===== src/rtl/chip_dec_pkg.sv =====
package chip_dec_pkg;
  typedef enum logic {
    ST_RUN   = 1'b0,
    ST_DRAIN = 1'b1
  } dec_state_e;
endpackage


===== src/rtl/cdec_edge.sv =====
module cdec_edge (
  input  logic clk,
  input  logic rst,
  input  logic clr,
  input  logic chip_in,
  input  logic chip_vld,
  output logic trans_out,
  output logic trans_vld
);
  logic prev_q;

  always_ff @(posedge clk) begin
    if (rst || clr)    prev_q <= 1'b0;
    else if (chip_vld) prev_q <= chip_in;
  end

  assign trans_out = chip_in ^ prev_q;
  assign trans_vld = chip_vld;

  // history is cleared after a packet ends
  assert_prev_cleared_R1: assert property (@(posedge clk) disable iff (rst)
    clr |=> (prev_q == 1'b0));
endmodule


===== src/rtl/cdec_window.sv =====
module cdec_window #(
  parameter int NC = 3
) (
  input  logic                          clk,
  input  logic                          rst,
  input  logic                          clr,
  input  logic                          d_in,
  input  logic                          d_vld,
  output logic                          fire,
  output logic                          bit_dec,
  output logic [$clog2(NC)-1:0]         adv
);
  localparam int W  = NC - 1;
  localparam int CW = (W > 2) ? $clog2(W) : 1;
  localparam int AW = $clog2(NC);
  localparam logic [W-1:0] PAT_LO = {1'b1, {(W-1){1'b0}}};
  localparam logic [W-1:0] PAT_HI = {{(W-1){1'b0}}, 1'b1};

  logic [W-2:0] buf_q;
  logic [CW-1:0] cnt_q;
  logic         lvl_q;
  logic [W-1:0] view;
  logic         full;
  logic         match;

  // view[0] is the oldest entry, view[W-1] the incoming one
  assign view  = {d_in, buf_q};
  assign full  = d_vld && (cnt_q == CW'(W-1));
  assign match = lvl_q ? (view == PAT_HI) : (view == PAT_LO);

  assign fire    = full;
  assign bit_dec = match ? 1'b1 : view[0];
  assign adv     = match ? AW'(W) : AW'(1);

  always_ff @(posedge clk) begin
    if (rst || clr) begin
      cnt_q <= '0;
    end else if (full) begin
      cnt_q <= match ? '0 : CW'(W-1);
    end else if (d_vld) begin
      cnt_q <= cnt_q + CW'(1);
    end
  end

  always_ff @(posedge clk) begin
    for (int i = 0; i < W-1; i++) begin
      if (full)                               buf_q[i] <= view[i+1];
      else if (d_vld && cnt_q == CW'(i))      buf_q[i] <= d_in;
    end
  end

  always_ff @(posedge clk) begin
    if (rst || clr)          lvl_q <= 1'b0;
    else if (full && match)  lvl_q <= ~lvl_q;
  end

  assert_cnt_bound_R5: assert property (@(posedge clk) disable iff (rst)
    cnt_q <= CW'(W-1));

  assert_level_flip_R3: assert property (@(posedge clk) disable iff (rst)
    (full && match && !clr) |=> (lvl_q != $past(lvl_q)));

  assert_level_hold_R4: assert property (@(posedge clk) disable iff (rst)
    (full && !match && !clr) |=> $stable(lvl_q));
endmodule


===== src/rtl/chip_seq_decoder.sv =====
module chip_seq_decoder #(
  parameter int NC       = 3,
  parameter int PKT_BITS = 16
) (
  input  logic clk,
  input  logic rst,
  input  logic chip_in,
  input  logic chip_valid,
  output logic bit_out,
  output logic bit_valid,
  output logic pkt_done
);
  import chip_dec_pkg::*;

  localparam int AW = $clog2(NC);
  localparam int BW = $clog2(PKT_BITS + 1);

  dec_state_e     state_q;
  logic [AW-1:0]  drop_q;
  logic [BW-1:0]  bidx_q;
  logic           run;
  logic           trans, trans_vld;
  logic           fire, bit_dec;
  logic [AW-1:0]  adv;
  logic           last;

  assign run  = (state_q == ST_RUN);
  assign last = fire && (bidx_q == BW'(PKT_BITS-1));

  cdec_edge u_edge (
    .clk       (clk),
    .rst       (rst),
    .clr       (last),
    .chip_in   (chip_in),
    .chip_vld  (chip_valid && run),
    .trans_out (trans),
    .trans_vld (trans_vld)
  );

  cdec_window #(.NC(NC)) u_win (
    .clk     (clk),
    .rst     (rst),
    .clr     (last),
    .d_in    (trans),
    .d_vld   (trans_vld),
    .fire    (fire),
    .bit_dec (bit_dec),
    .adv     (adv)
  );

  always_ff @(posedge clk) begin
    if (rst) begin
      bit_out   <= 1'b0;
      bit_valid <= 1'b0;
      pkt_done  <= 1'b0;
    end else begin
      bit_valid <= fire;
      pkt_done  <= last;
      if (fire) bit_out <= bit_dec;
    end
  end

  always_ff @(posedge clk) begin
    if (rst) begin
      bidx_q  <= '0;
      state_q <= ST_RUN;
      drop_q  <= '0;
    end else begin
      if (fire) bidx_q <= last ? '0 : bidx_q + BW'(1);
      if (run) begin
        if (last && adv > AW'(1)) begin
          state_q <= ST_DRAIN;
          drop_q  <= adv - AW'(1);
        end
      end else if (chip_valid) begin
        drop_q <= drop_q - AW'(1);
        if (drop_q == AW'(1)) state_q <= ST_RUN;
      end
    end
  end

  assert_done_with_bit_R6: assert property (@(posedge clk) disable iff (rst)
    pkt_done |-> bit_valid);

  assert_bit_after_chip_R5: assert property (@(posedge clk) disable iff (rst)
    bit_valid |-> $past(chip_valid));

  assert_drain_silent_R7: assert property (@(posedge clk) disable iff (rst)
    (state_q == ST_DRAIN) |=> !bit_valid);

  assert_index_bound_R6: assert property (@(posedge clk) disable iff (rst)
    bidx_q < BW'(PKT_BITS));
endmodule


===== config.mk =====
export PLATFORM = sky130hd
export DESIGN_NAME = chip_seq_decoder
export DESIGN_NICKNAME = d
export VERILOG_FILES = /design/src/rtl/chip_dec_pkg.sv /design/src/rtl/cdec_edge.sv /design/src/rtl/cdec_window.sv /design/src/rtl/chip_seq_decoder.sv
export SDC_FILE = /design/constraint.sdc
export NUM_CORES = 1
export LEC_CHECK = 0
export ABC_AREA = 1
export ABC_CLOCK_PERIOD_IN_PS = 1900
export BUFFER_PORTS_ARGS = -buffer_cell sky130_fd_sc_hd__buf_2
export CORE_MARGIN = 2
export CORE_UTILIZATION = 35
export DETAILED_ROUTE_END_ITERATION = 10
export HOLD_SLACK_MARGIN = 0.1
export PLACE_DENSITY = 0.57
export SYNTH_ARGS = -nofsm -noshare
export SYNTH_HDL_FRONTEND = slang
export SYNTH_SLANG_ARGS = --single-unit

===== constraint.sdc =====
create_clock -name clk -period 1.9 [get_ports clk]
set_clock_uncertainty 0.15 [all_clocks]
set_input_delay 0.19 -clock clk [delete_from_list [all_inputs] [get_ports clk]]
set_output_delay 0.19 -clock clk [all_outputs]
set_load 0.01 [all_outputs]

## Word-level counts from Yosys, hierarchy flattened

Cells that the tools add are included.

| word-level totals | value |
|---|---|
| flip-flop bits (word level) | 15 |
| latch bits | 0 |
| RAM bits | 0 |
| memory bits (read-only) | 0 |
| logic and storage cells | 51 |
| memories kept | 0 |

| operators by class | value |
|---|---|
| add/sub/neg operators | 4 |
| $mul | 0 |
| divide/modulo/power cells | 0 |
| order comparisons | 1 |
| eq/ne operators | 5 |
| shifts and indexed selects | 0 |
| muxes and demuxes | 16 |
| bitwise logic cells | 4 |
| reductions and logical operators | 11 |

Operators with widths:

| kind | count |
|---|---|
| two-way mux 1 bit | 11 |
| two-way mux 2 bit | 4 |
| logical AND 1 bit | 6 |
| nonzero test 2 bit | 3 |
| adder 5 x 1 -> 5 bit (second input constant) | 1 |
| equality test 5 x 4 -> 1 bit (second input constant) | 1 |
| two-way mux 5 bit | 1 |
| equality test 2 x 1 -> 1 bit (second input constant) | 2 |
| subtractor 2 x 1 -> 2 bit (second input constant) | 2 |
| NOT 1 bit | 3 |
| equality test 2 bit (second input constant) | 1 |
| greater-than comparator 2 x 1 -> 1 bit (second input constant) | 1 |
| != test 2 bit (second input constant) | 1 |
| AND reduction 2 bit | 1 |
| adder 1 bit (second input constant) | 1 |
| logical OR 1 bit | 1 |
| XOR 1 bit | 1 |

## Depth between registers and ports, before layout

Gate-level depths: netlist of run 1.

| depth | value |
|---|---|
| depth in word-level cells | 8 |
| mapped depth | 8 |
| gate-level depth less buffers | 8 |

## Hierarchy

From an unflattened synthesis of run 1, not the netlist that was laid out.

| unflattened totals | value |
|---|---|
| cell total of the unflattened synthesis | 101 |
| area, all modules | 735.7 sq um |

Modules (own cells, without submodules):

| module | times used | cells an instance | area each (sq um) | seq. area each (sq um) |
|---|---|---|---|---|
| chip_seq_decoder | 1 | 69 | 508.0 | 220.2 |
| cdec_window | 1 | 23 | 163.9 | 70.1 |
| cdec_edge | 1 | 9 | 63.8 | 20.0 |

## Least setup slack after synthesis of run 1

Ideal clock, no wire load.

| timing path | value |
|---|---|
| path kind | reg-to-reg |
| from | register bidx_q[0] |
| to | register drop_q[1] |
| library setup time | 0.117 ns |
| data arrival time | 1.043 ns |
| data required time | 1.633 ns |
| setup slack | 0.590 ns |
| stages on the path, launching flop included | 7 |
| path buffers | 0 |
| path through | dfxtp_1 -> ha_1 -> nand4_1 -> nor2_4 -> nand2_4 -> a22oi_1 -> nor2_1 |

| on the way | value |
|---|---|
| longest elaborated chain between the ends | 5 |

Ends and longest elaborated chain:

| item | line | text |
|---|---|---|
| start: declaration | chip_seq_decoder.sv:20 | `logic [BW-1:0] bidx_q;` |
| start signal: assignment | chip_seq_decoder.sv:69 | `if (fire) bidx_q <= last ? '0 : bidx_q + BW'(1);` |
| equality test 5 x 4 -> 1 bit | chip_seq_decoder.sv:28 | `assign last = fire && (bidx_q == BW'(PKT_BITS-1));` |
| logical AND 1 bit | chip_seq_decoder.sv:28 |  |
| logical AND 1 bit | chip_seq_decoder.sv:71 | `if (last && adv > AW'(1)) begin` |
| nonzero test 2 bit (no line) | - |  |
| AND reduction 2 bit (no line) | - |  |
| end signal: assignment | chip_seq_decoder.sv:73 | `drop_q <= adv - AW'(1);` |
| end signal: assignment | chip_seq_decoder.sv:76 | `drop_q <= drop_q - AW'(1);` |
| end: declaration | chip_seq_decoder.sv:19 | `logic [AW-1:0] drop_q;` |

Every way passes these cells.
A chain may end at the register's enable or synchronous reset.

## Final worst setup path of run 1

| timing path | value |
|---|---|
| from | input chip_valid |
| to | register u_win.cnt_q |

| on the way | value |
|---|---|
| longest elaborated chain between the ends | 4 |

Ends and longest elaborated chain:

| item | line | text |
|---|---|---|
| start: declaration | chip_seq_decoder.sv:8 | `input logic chip_valid,` |
| logical AND 1 bit * | chip_seq_decoder.sv:35 | `.chip_vld (chip_valid && run),` |
| logical AND 1 bit | cdec_window.sv:28 | `assign full = d_vld && (cnt_q == CW'(W-1));` |
| logical AND 1 bit | chip_seq_decoder.sv:28 |  |
| logical OR 1 bit | cdec_window.sv:36 | `if (rst \|\| clr) begin` |
| end signal: assignment | cdec_window.sv:39 | `cnt_q <= match ? '0 : CW'(W-1);` |
| end signal: assignment | cdec_window.sv:41 | `cnt_q <= cnt_q + CW'(1);` |
| end: declaration | cdec_window.sv:20 | `logic [CW-1:0] cnt_q;` |

Every way passes the cells marked *; elsewhere a longest branch is shown, timed or not.

==> impl_metrics.ini, run 1 <==
[drt]
first_pass_iters = 4
drt-total-wl_mm = 1.22
drtAntennaViolNets = 0
drc = 0
drt_iter0_markers = 14
viasPerCell = 4.44
vias = 564
routedWlPerCell_um = 9.57

[yosys]
yosys.area.top_type = dfxtp_1
synth_area_leaders = dfxtp_1 41%, nand2_1 11%, nor2_1 6.0%, xor2_1 5.1%, inv_1 4.9%
ys_seq_area_share_pct = 45.0
yosys.area.top_type_share_pct = 40.7
syn_nets = 93
synthCells = 87
synth.yosys.warnings = 0
ys_ff_latch = 15
synth_cell_types = 21
synth_area_um2 = 689
avgSynthCellArea_um2 = 7.92

[timing]
max_freq_mhz = 650
relSlewSlack_pct = 81.5
finalCritPeriodShare_pct = 81.0
setup-violations-final = 0
rsz0062_at_grt = no
tns_ns = 0
hold_viol_final = 0
slew_violations = 0
period_needed_ns = 1.54
tightest_slew_ns = 0.277

[final_layout]
n_fill_cell = 198
final_net_count = 107
final_cell_mix = 21 x nand2_1, 14 x dfxtp_1, 11 x nor2_1, 9 x inv_1, 6 x buf_2
synthToLayoutAreaGrowth_pct = 17.4
drive_above_1_share_pct = 19.0
n_antenna_cell = 0
final_common_cell = nand2_1

[power]
ir_drop_mv = 0.224
combPwrFrac_pct = 9.8
p_per_area_nw_per_um2 = 703
switching_share_pct = 23.9
pwr-share-clk_pct = 30.9
p_leak_nw = 0.382
power_frac_seq_pct = 59.3
power.internal_mw = 0.433
power.switching_mw = 0.136
fin_total_pwr_mw = 0.569

[place]
place_congestion = 0.756
numPortBuffers = 6
dp_hpwl_um = 928

[global_route]
grt_pass1_wl_mm = 2.29
grt_pass1_vias = 530
overflow = 0
grt_use_total_pct = 12.6
antenna_found_initial = 0
grt_max_degree = 9

[setup_path]
crit_top_cell = nor2_4
critPathLaunchType = input pin
critical_path.max_stage_delay_ns = 0.52
slowest_stage = dlygate4sd3_1
endpoint_kind = register
r2r_cells = 6
critPathKind = in2reg
crit_fanout = 5
crit_arrival_ns = 1.56
crit_required_ns = 1.92
crit_path_cell_trace = dlygate4sd3_1, buf_2, inv_2, nor2_4, nand2_4, nor2_4, inv_1, nand2_1, nor2_1

[clock_tree]
cts_htree_levels = 1
clkSlewWorstSetupHoldPaths_ns = 0.08
cts_tree = built
cts_num_sinks = 15
insertion_delay_ns = 0.28
cts_resized = 0
root_buffer = clkbuf_4
cts_buffers = 3
cts_setup_buffers = 0
clk_path_buf_depth = 2

[min_path]
min_path_cells = 2
holdCritPathClass = reg2reg

[floorplanning]
rows = 16
start_util_pct = 36.2
core_um2 = 1900
io_pins = 7
die_w_um = 48.4
die_h_um = 48.4
die-area_um2 = 2340

[job]
max-cap-violations = 0

[status]
status = completed
## final timing paths
path / from / to / slack [ns]
worst min-delay path: bidx_q[4]$_SDFFE_PP0N_ / bidx_q[4]$_SDFFE_PP0N_ / 0.32
worst max-delay path: chip_valid / u_win.cnt_q$_SDFFE_PP0P_ / 0.36
worst min register to register: bidx_q[4]$_SDFFE_PP0N_ / bidx_q[4]$_SDFFE_PP0N_ / 0.32
worst max register to register: bidx_q[0]$_SDFFE_PP0N_ / u_win.cnt_q$_SDFFE_PP0P_ / 0.48
## power by group through the flow
stage / combinational [mW] / clock (mW) / sequential (mW)
after floorplan: 0.0349 / 0 / 0.344
after global placement: 0.0517 / 0 / 0.344
after detailed placement: 0.0513 / 0 / 0.345
after CTS: 0.0563 / 0.185 / 0.337
after global routing: 0.0643 / 0.201 / 0.338
final: 0.0558 / 0.176 / 0.337
## critical path, delay by kind of cell
| kind | cells | cell delay [ns] |
|---|---|---|
| buf+inv | 4 | 0.78 |
| simple gates | 5 | 0.59 |
## state kept, by name (all words and copies together) (netlist names)
signal and flops:
bidx_q 5, drop_q 2, bit_out 1, bit_valid 1
pkt_done 1, state_q 1, u_edge.prev_q 1, u_win.buf_q 1
u_win.cnt_q 1, u_win.lvl_q 1
## Yosys cell counts
cell type and count:
nand3_1 4, edfxtp_1 1, o21ai_0 3, nand2_1 21, inv_2 2, inv_1 9
ha_1 2, dfxtp_1 14, a22oi_1 1, nor2_1 11, nor2_2 1, nand2_2 1
a21oi_1 3, nor2_4 2, o21a_1 1, a21oi_2 1, o31ai_1 1, nand2_4 2
nand4_1 2, xor2_1 4, or2_2 1
## logic make-up (layout without fill, tap and decap cells)
logic type / Yosys count / in the layout / synth area share, %
AOI/OAI and AO/OA: 10 / 10 / 8.89
xor gates and xnor gates: 4 / 4 / 5.08
adders and majority gates: 2 / 2 / 3.63
buffers and inverters: 11 / 24 / 5.99
DFF: 15 / 15 / 45.0
and+or+nand+nor: 45 / 45 / 31.4
## cell type report
cell class | count | area, um^2 | area share (%)
clock buffer | 4 | 26.3 | 3.25
sequential | 15 | 310 | 38.3
multi-input combinational | 61 | 338 | 41.7
inverter | 11 | 41.3 | 5.10
tap | 27 | 33.8 | 4.17
timing repair buffer | 9 | 60.1 | 7.42
## repair_timing
item,in CTS,in global routing
hold buffers,3,0
endpoints found under the hold margin,8,0
endpoints found under the setup margin,0,0
## metal layers
| metal | share of wire, % | track usage [%] | vias up |
|---|---|---|---|
| li1 | - | - | 301 |
| met1 | 45 | 14.8 | 246 |
| met2 | 50 | 20.6 | 15 |
| met3 | 4.2 | 3.70 | 2 |
| met4 | 0.66 | 7.14 | 0 |
| met5 | 0 | 0 | - |
## stage by stage
stage	hold slack, ns	setup slack (ns)	instance area [um^2]	utilization (%)	instances
finish	0.320	0.361	810	42.6	127
global route	0.348	0.266	810	42.6	127
CTS	0.327	0.343	810	42.6	127
detailed placement	0.287	0.478	753	39.6	120
global placement	0.293	0.520	753	39.6	120
floorplan	0.102	0.590	689	-	87
Note: power is estimated with default switching activity, not from simulation.
==> run 2, diff against run 1 <==
ABC_CLOCK_PERIOD_IN_PS = 1500   (was 1900)
clock period = 1.5 ns   (was 1.9 ns; I/O delays follow)
==> run 2 against run 1 <==
- global-route usage increased by 0.53 points
- sequential power increased by 27%
- non-clock buffer count up 1
- core utilization is 1.3 points higher
- highest routed layer unchanged
- clock power up 28%
- largest cell class unchanged
- die area unchanged
==> impl_metrics.ini, run 2 (synthesis results as in run 1) <==
[timing]
max_freq_mhz = 706
slew_violations = 0
relSlewSlack_pct = 80.9
tns_ns = 0
tightest_slew_ns = 0.287
rsz0062_at_grt = no
period_needed_ns = 1.42
finalCritPeriodShare_pct = 94.5
hold_viol_final = 0
setup-violations-final = 0

[setup_path]
endpoint_kind = register
critPathKind = in2reg
cp-startpoint = chip_valid
crit_family = buffers and inverters
rrSetupSlack_ns = 0.11
cp_num_buf_inv = 2
critPathLaunchType = input pin
slowest_stage = dlygate4sd3_1
crit_required_ns = 1.53
crit_path_cell_trace = buf_2, dlygate4sd3_1, nand2_1, nor2_4, nand4_1, xor2_1, nor2_1
crit_arrival_ns = 1.44
r2r-start = bidx_q[0]$_SDFFE_PP0N_
critical_path.max_stage_delay_ns = 0.59
crit_fanout = 5

[drt]
vias = 579
first_pass_iters = 2
drt_iter0_markers = 17
viasPerCell = 4.52
drt-total-wl_mm = 1.27
drtAntennaViolNets = 0
routedWlPerCell_um = 9.93
drc = 0

[floorplanning]
io_pins = 7
core_um2 = 1900
die-area_um2 = 2340
die_h_um = 48.4
rows = 16
start_util_pct = 36.2
die_w_um = 48.4

[final_layout]
n_fill_cell = 201
final_net_count = 108
top_register = bidx_q
reg.largest.list = bidx_q: 5 flops, drop_q: 2 flops
final_common_cell = nand2_1
largest_reg_flops = 5
seqCellArea_um2 = 310
final_cell_mix = 20 x nand2_1, 14 x dfxtp_1, 11 x nor2_1, 9 x inv_1, 6 x buf_2
multiInputGateArea_um2 = 355
n_antenna_cell = 0
drive_above_1_share_pct = 22.8
post-route-util_pct = 43.9
synthToLayoutAreaGrowth_pct = 21.1

[clock_tree]
clk_path_buf_depth = 2
clkSlewWorstSetupHoldPaths_ns = 0.08
root_buffer = clkbuf_4
cts_htree_levels = 1
insertion_delay_ns = 0.28
cts_buffers = 3
cts_tree = built
cts_num_sinks = 15

[global_route]
grt_max_degree = 9
antenna_found_initial = 0
grt_pass1_vias = 543
grt_use_total_pct = 13.1
grt_pass1_wl_mm = 2.33
overflow = 0

[power]
power.internal_mw = 0.549
pwr-share-clk_pct = 31.0
power.switching_mw = 0.179
p_per_area_nw_per_um2 = 873
combPwrFrac_pct = 10.3
power_frac_seq_pct = 58.7
switching_share_pct = 24.6
p_leak_nw = 0.388
ir_drop_mv = 0.362
fin_total_pwr_mw = 0.728

[place]
place_congestion = 0.756
numPortBuffers = 6
dp_hpwl_um = 919

[min_path]
holdCritPathClass = in2reg
hp-start = chip_valid

[status]
status = completed

[job]
max-cap-violations = 0
## run 2: metal layers
layer | global-route usage [%] | routed length [um]
met1 | 15.4 | 598
met2 | 21.1 | 594
met3 | 3.70 | 36
met4 | 8.57 | 42
met5 | 0 | 0
## run 2: worst reg2reg max path, stage by stage (launching register included)
cell     delay [ns]
dfxtp_1        0.38
ha_1           0.18
nand4_1        0.15
nor2_4         0.15
inv_1          0.06
nand2_1        0.15
nor2_1         0.07
## run 2: cell type report
type	instances	share of cell area, %
repair buffers	10	8.10
inverters	11	4.95
well taps	27	4.05
flip-flops and latches	15	37.2
clock buffers	4	3.15
multi-input cells	61	42.6
## run 2: power by group through the flow
stage | Sequential, mW | Combinational [mW] | Clock [mW]
after global placement | 0.436 | 0.0655 | 0
after global routing | 0.429 | 0.0854 | 0.255
final | 0.428 | 0.0747 | 0.226
after detailed placement | 0.436 | 0.0650 | 0
after CTS | 0.427 | 0.0719 | 0.235
after floorplan | 0.436 | 0.0443 | 0
## run 2: path summary, 6_finish.rpt
check | end | depth (start not counted)
min | u_edge.prev_q$_SDFFE_PP0N_ | 5
max | bidx_q[3]$_SDFFE_PP0N_ | 7
max reg2reg | bidx_q[3]$_SDFFE_PP0N_ | 6
min reg2reg | bidx_q[4]$_SDFFE_PP0N_ | 2
## run 2: timing repair
item,in CTS,in global routing
endpoints found under the setup margin,0,8
hold buffers,3,0
setup buffers,0,1
endpoints found under the hold margin,8,0
gates resized for setup,0,4
## run 2: per-stage QoR
step | instance area, um^2 | instances | setup WS (ns) | hold WS, ns
after global routing | 835 | 128 | 0.00917 | 0.109
after detailed placement | 753 | 120 | 0.0819 | 0.248
after CTS | 810 | 127 | 0.0507 | 0.0945
after global placement | 753 | 120 | 0.120 | 0.253
after floorplan | 689 | 87 | 0.190 | 0.0624
final | 835 | 128 | 0.0827 | 0.0936
==> run 3, diff against run 2 <==
--- a/config.mk
+++ b/config.mk
@@ -15,2 +15,3 @@
 export PLACE_DENSITY = 0.57
+export SKIP_LAST_GASP = 1
 export SYNTH_ARGS = -nofsm -noshare
--- a/constraint.sdc
+++ b/constraint.sdc
@@ -4,2 +4,2 @@
 set_output_delay 0.15 -clock clk [all_outputs]
-set_load 0.01 [all_outputs]
+set_load 0.005 [all_outputs]
==> run 3 against run 2 <==
- power decreased by 0.15%
- critical path type unchanged
- hold slack hardly changed
- non-clock buffer count stayed put
- core utilization is 0.26 points lower
- critical endpoint unchanged
- register-to-register slack hardly changed
- first-iteration DRC count did not move
- setup slack got worse by 0.00057 ns
- final cell count is the same
- highest routed layer unchanged
- critical path depth stayed put
- maximum frequency barely moved
==> impl_metrics.ini, run 3 (synthesis results as in run 1) <==
[job]
max-cap-violations = 0

[setup_path]
crit_required_ns = 1.53
slowest_stage = dlygate4sd3_1
crit_fanout = 5
critPathKind = in2reg
critPathLaunchType = input pin
rrSetupSlack_ns = 0.10
crit-reg2reg-capture = bidx_q[3]$_SDFFE_PP0N_
r2r_cells = 6
critical_path.max_stage_delay_ns = 0.59
r2r-start = bidx_q[0]$_SDFFE_PP0N_
crit_arrival_ns = 1.44
endpoint_kind = register
crit_path_cell_trace = buf_2, dlygate4sd3_1, nand2_1, nor2_4, nand4_1, xor2_1, nor2_1

[floorplanning]
start_util_pct = 36.2
die_h_um = 48.4
die-area_um2 = 2340
core_um2 = 1900
io_pins = 7
die_w_um = 48.4
rows = 16

[global_route]
overflow = 0
grt_pass1_vias = 543
antenna_found_initial = 0
grt_pass1_wl_mm = 2.33
grt_use_total_pct = 13.1
grt_max_degree = 9

[final_layout]
fin_area_um2 = 830
reg.largest.list = bidx_q: 5 flops, drop_q: 2 flops
n_antenna_cell = 0
final_cell_mix = 20 x nand2_1, 14 x dfxtp_1, 11 x nor2_1, 9 x inv_1, 6 x buf_2
largest_reg_flops = 5
synthToLayoutAreaGrowth_pct = 20.3
top_register = bidx_q
final_net_count = 108
final_common_cell = nand2_1
fin_cells = 128
drive_above_1_share_pct = 21.8
n_fill_cell = 202

[drt]
drc = 0
first_pass_iters = 2
vias = 575
viasPerCell = 4.49
drt-total-wl_mm = 1.27
routedWlPerCell_um = 9.89
drtAntennaViolNets = 0
drt_iter0_markers = 17

[clock_tree]
insertion_delay_ns = 0.28
cts_num_sinks = 15
cts_buffers = 3
cts_htree_levels = 1
cts_tree = built
clk_path_buf_depth = 2
root_buffer = clkbuf_4
clkSlewWorstSetupHoldPaths_ns = 0.08

[place]
dp_hpwl_um = 919
pre_cts_ws_ns = 0.0819
place_congestion = 0.756
dp.cells = 120
place_area_um2 = 753
numPortBuffers = 6

[min_path]
min_path_cells = 5
holdPathEnd = u_edge.prev_q$_SDFFE_PP0N_
hp-start = chip_valid
holdCritPathClass = in2reg

[timing]
period_needed_ns = 1.42
hold_viol_final = 0
tightest_slew_ns = 0.270
max_freq_mhz = 705
finalCritPeriodShare_pct = 94.5
slew_violations = 0
relSlewSlack_pct = 82.0
rsz0062_at_grt = yes
tns_ns = 0
fin_ws_ns = 0.0821
setup-violations-final = 0

[power]
pwr-share-clk_pct = 31.0
switching_share_pct = 24.4
p_leak_nw = 0.388
fin_total_pwr_mw = 0.727
ir_drop_mv = 0.362
power_frac_seq_pct = 58.8
p_per_area_nw_per_um2 = 877
combPwrFrac_pct = 10.2
power.switching_mw = 0.178
power.internal_mw = 0.550

[status]
status = completed
==> run 3: cell types whose count changed in the layout (fill, tap and decap cells not counted) <==
cell,previous run,this run
a22oi_1,0,1
a22oi_2,1,0
==> run 3: worst max-delay path by stage <==
stage | slack, ns | endpoint | cells past startpoint | startpoint
after floorplan | 0.19 | drop_q[1]$_SDFFE_PP0P_ | 6 | bidx_q[0]$_SDFFE_PP0N_
after global placement | 0.12 | u_win.cnt_q$_SDFFE_PP0P_ | 6 | bidx_q[0]$_SDFFE_PP0N_
after detailed placement | 0.08 | bidx_q[3]$_SDFFE_PP0N_ | 6 | bidx_q[0]$_SDFFE_PP0N_
after CTS | 0.05 | bit_out$_SDFFE_PP0N_ | 8 | chip_in
after global routing | -0.009 | drop_q[1]$_SDFFE_PP0P_ | 9 | chip_in
final | 0.08 | bidx_q[3]$_SDFFE_PP0N_ | 7 | chip_valid
==> run 3: per-stage QoR <==
stage	hold slack (ns)	utilization (%)
floorplan	0.0624	-
global placement	0.253	39.6
detailed placement	0.248	39.6
CTS	0.0945	42.6
global route	0.109	43.6
finish	0.0935	43.6
==> run 3: area by class of cell <==
type / instances / area, um^2 / share of cell area [%]
Tap cell: 27 / 33.8 / 4.07
Clock buffer: 4 / 26.3 / 3.17
Inverter: 11 / 41.3 / 4.98
Multi-Input combinational cell: 61 / 350 / 42.2
Timing Repair Buffer: 10 / 67.6 / 8.14
Sequential cell: 15 / 310 / 37.4
==> run 3: what timing repair did <==
action / CTS / global route
endpoints found under the hold margin: 8 / 0
gates resized for setup: 0 / 3
endpoints found under the setup margin: 0 / 8
buffers inserted: 0 / 1
hold buffers: 3 / 0
==> run 3: metal layers <==
metal  wire, um  vias up  track usage [%]  share of wire, %
met5          0        -                0                 0
met1        596      257             15.4                47
met2        591        9             21.1                47
met4         42        0             8.57               3.3
met3         36        4             3.70               2.8
li1           -      305                -                 -
==> run 3: worst max-delay path, delay by kind of cell <==
kind                      cells  cell delay [ns]
and+or+nand+nor               4             0.44
xor gates and xnor gates      1             0.15
buffers and inverters         2             0.70
==> run 3: power by group through the flow <==
stage | Clock, mW | Sequential, mW | Combinational, mW
final | 0.226 | 0.428 | 0.0740
after floorplan | 0 | 0.435 | 0.0443
after global routing | 0.255 | 0.429 | 0.0846
after CTS | 0.235 | 0.427 | 0.0708
after global placement | 0 | 0.436 | 0.0644
after detailed placement | 0 | 0.436 | 0.0639
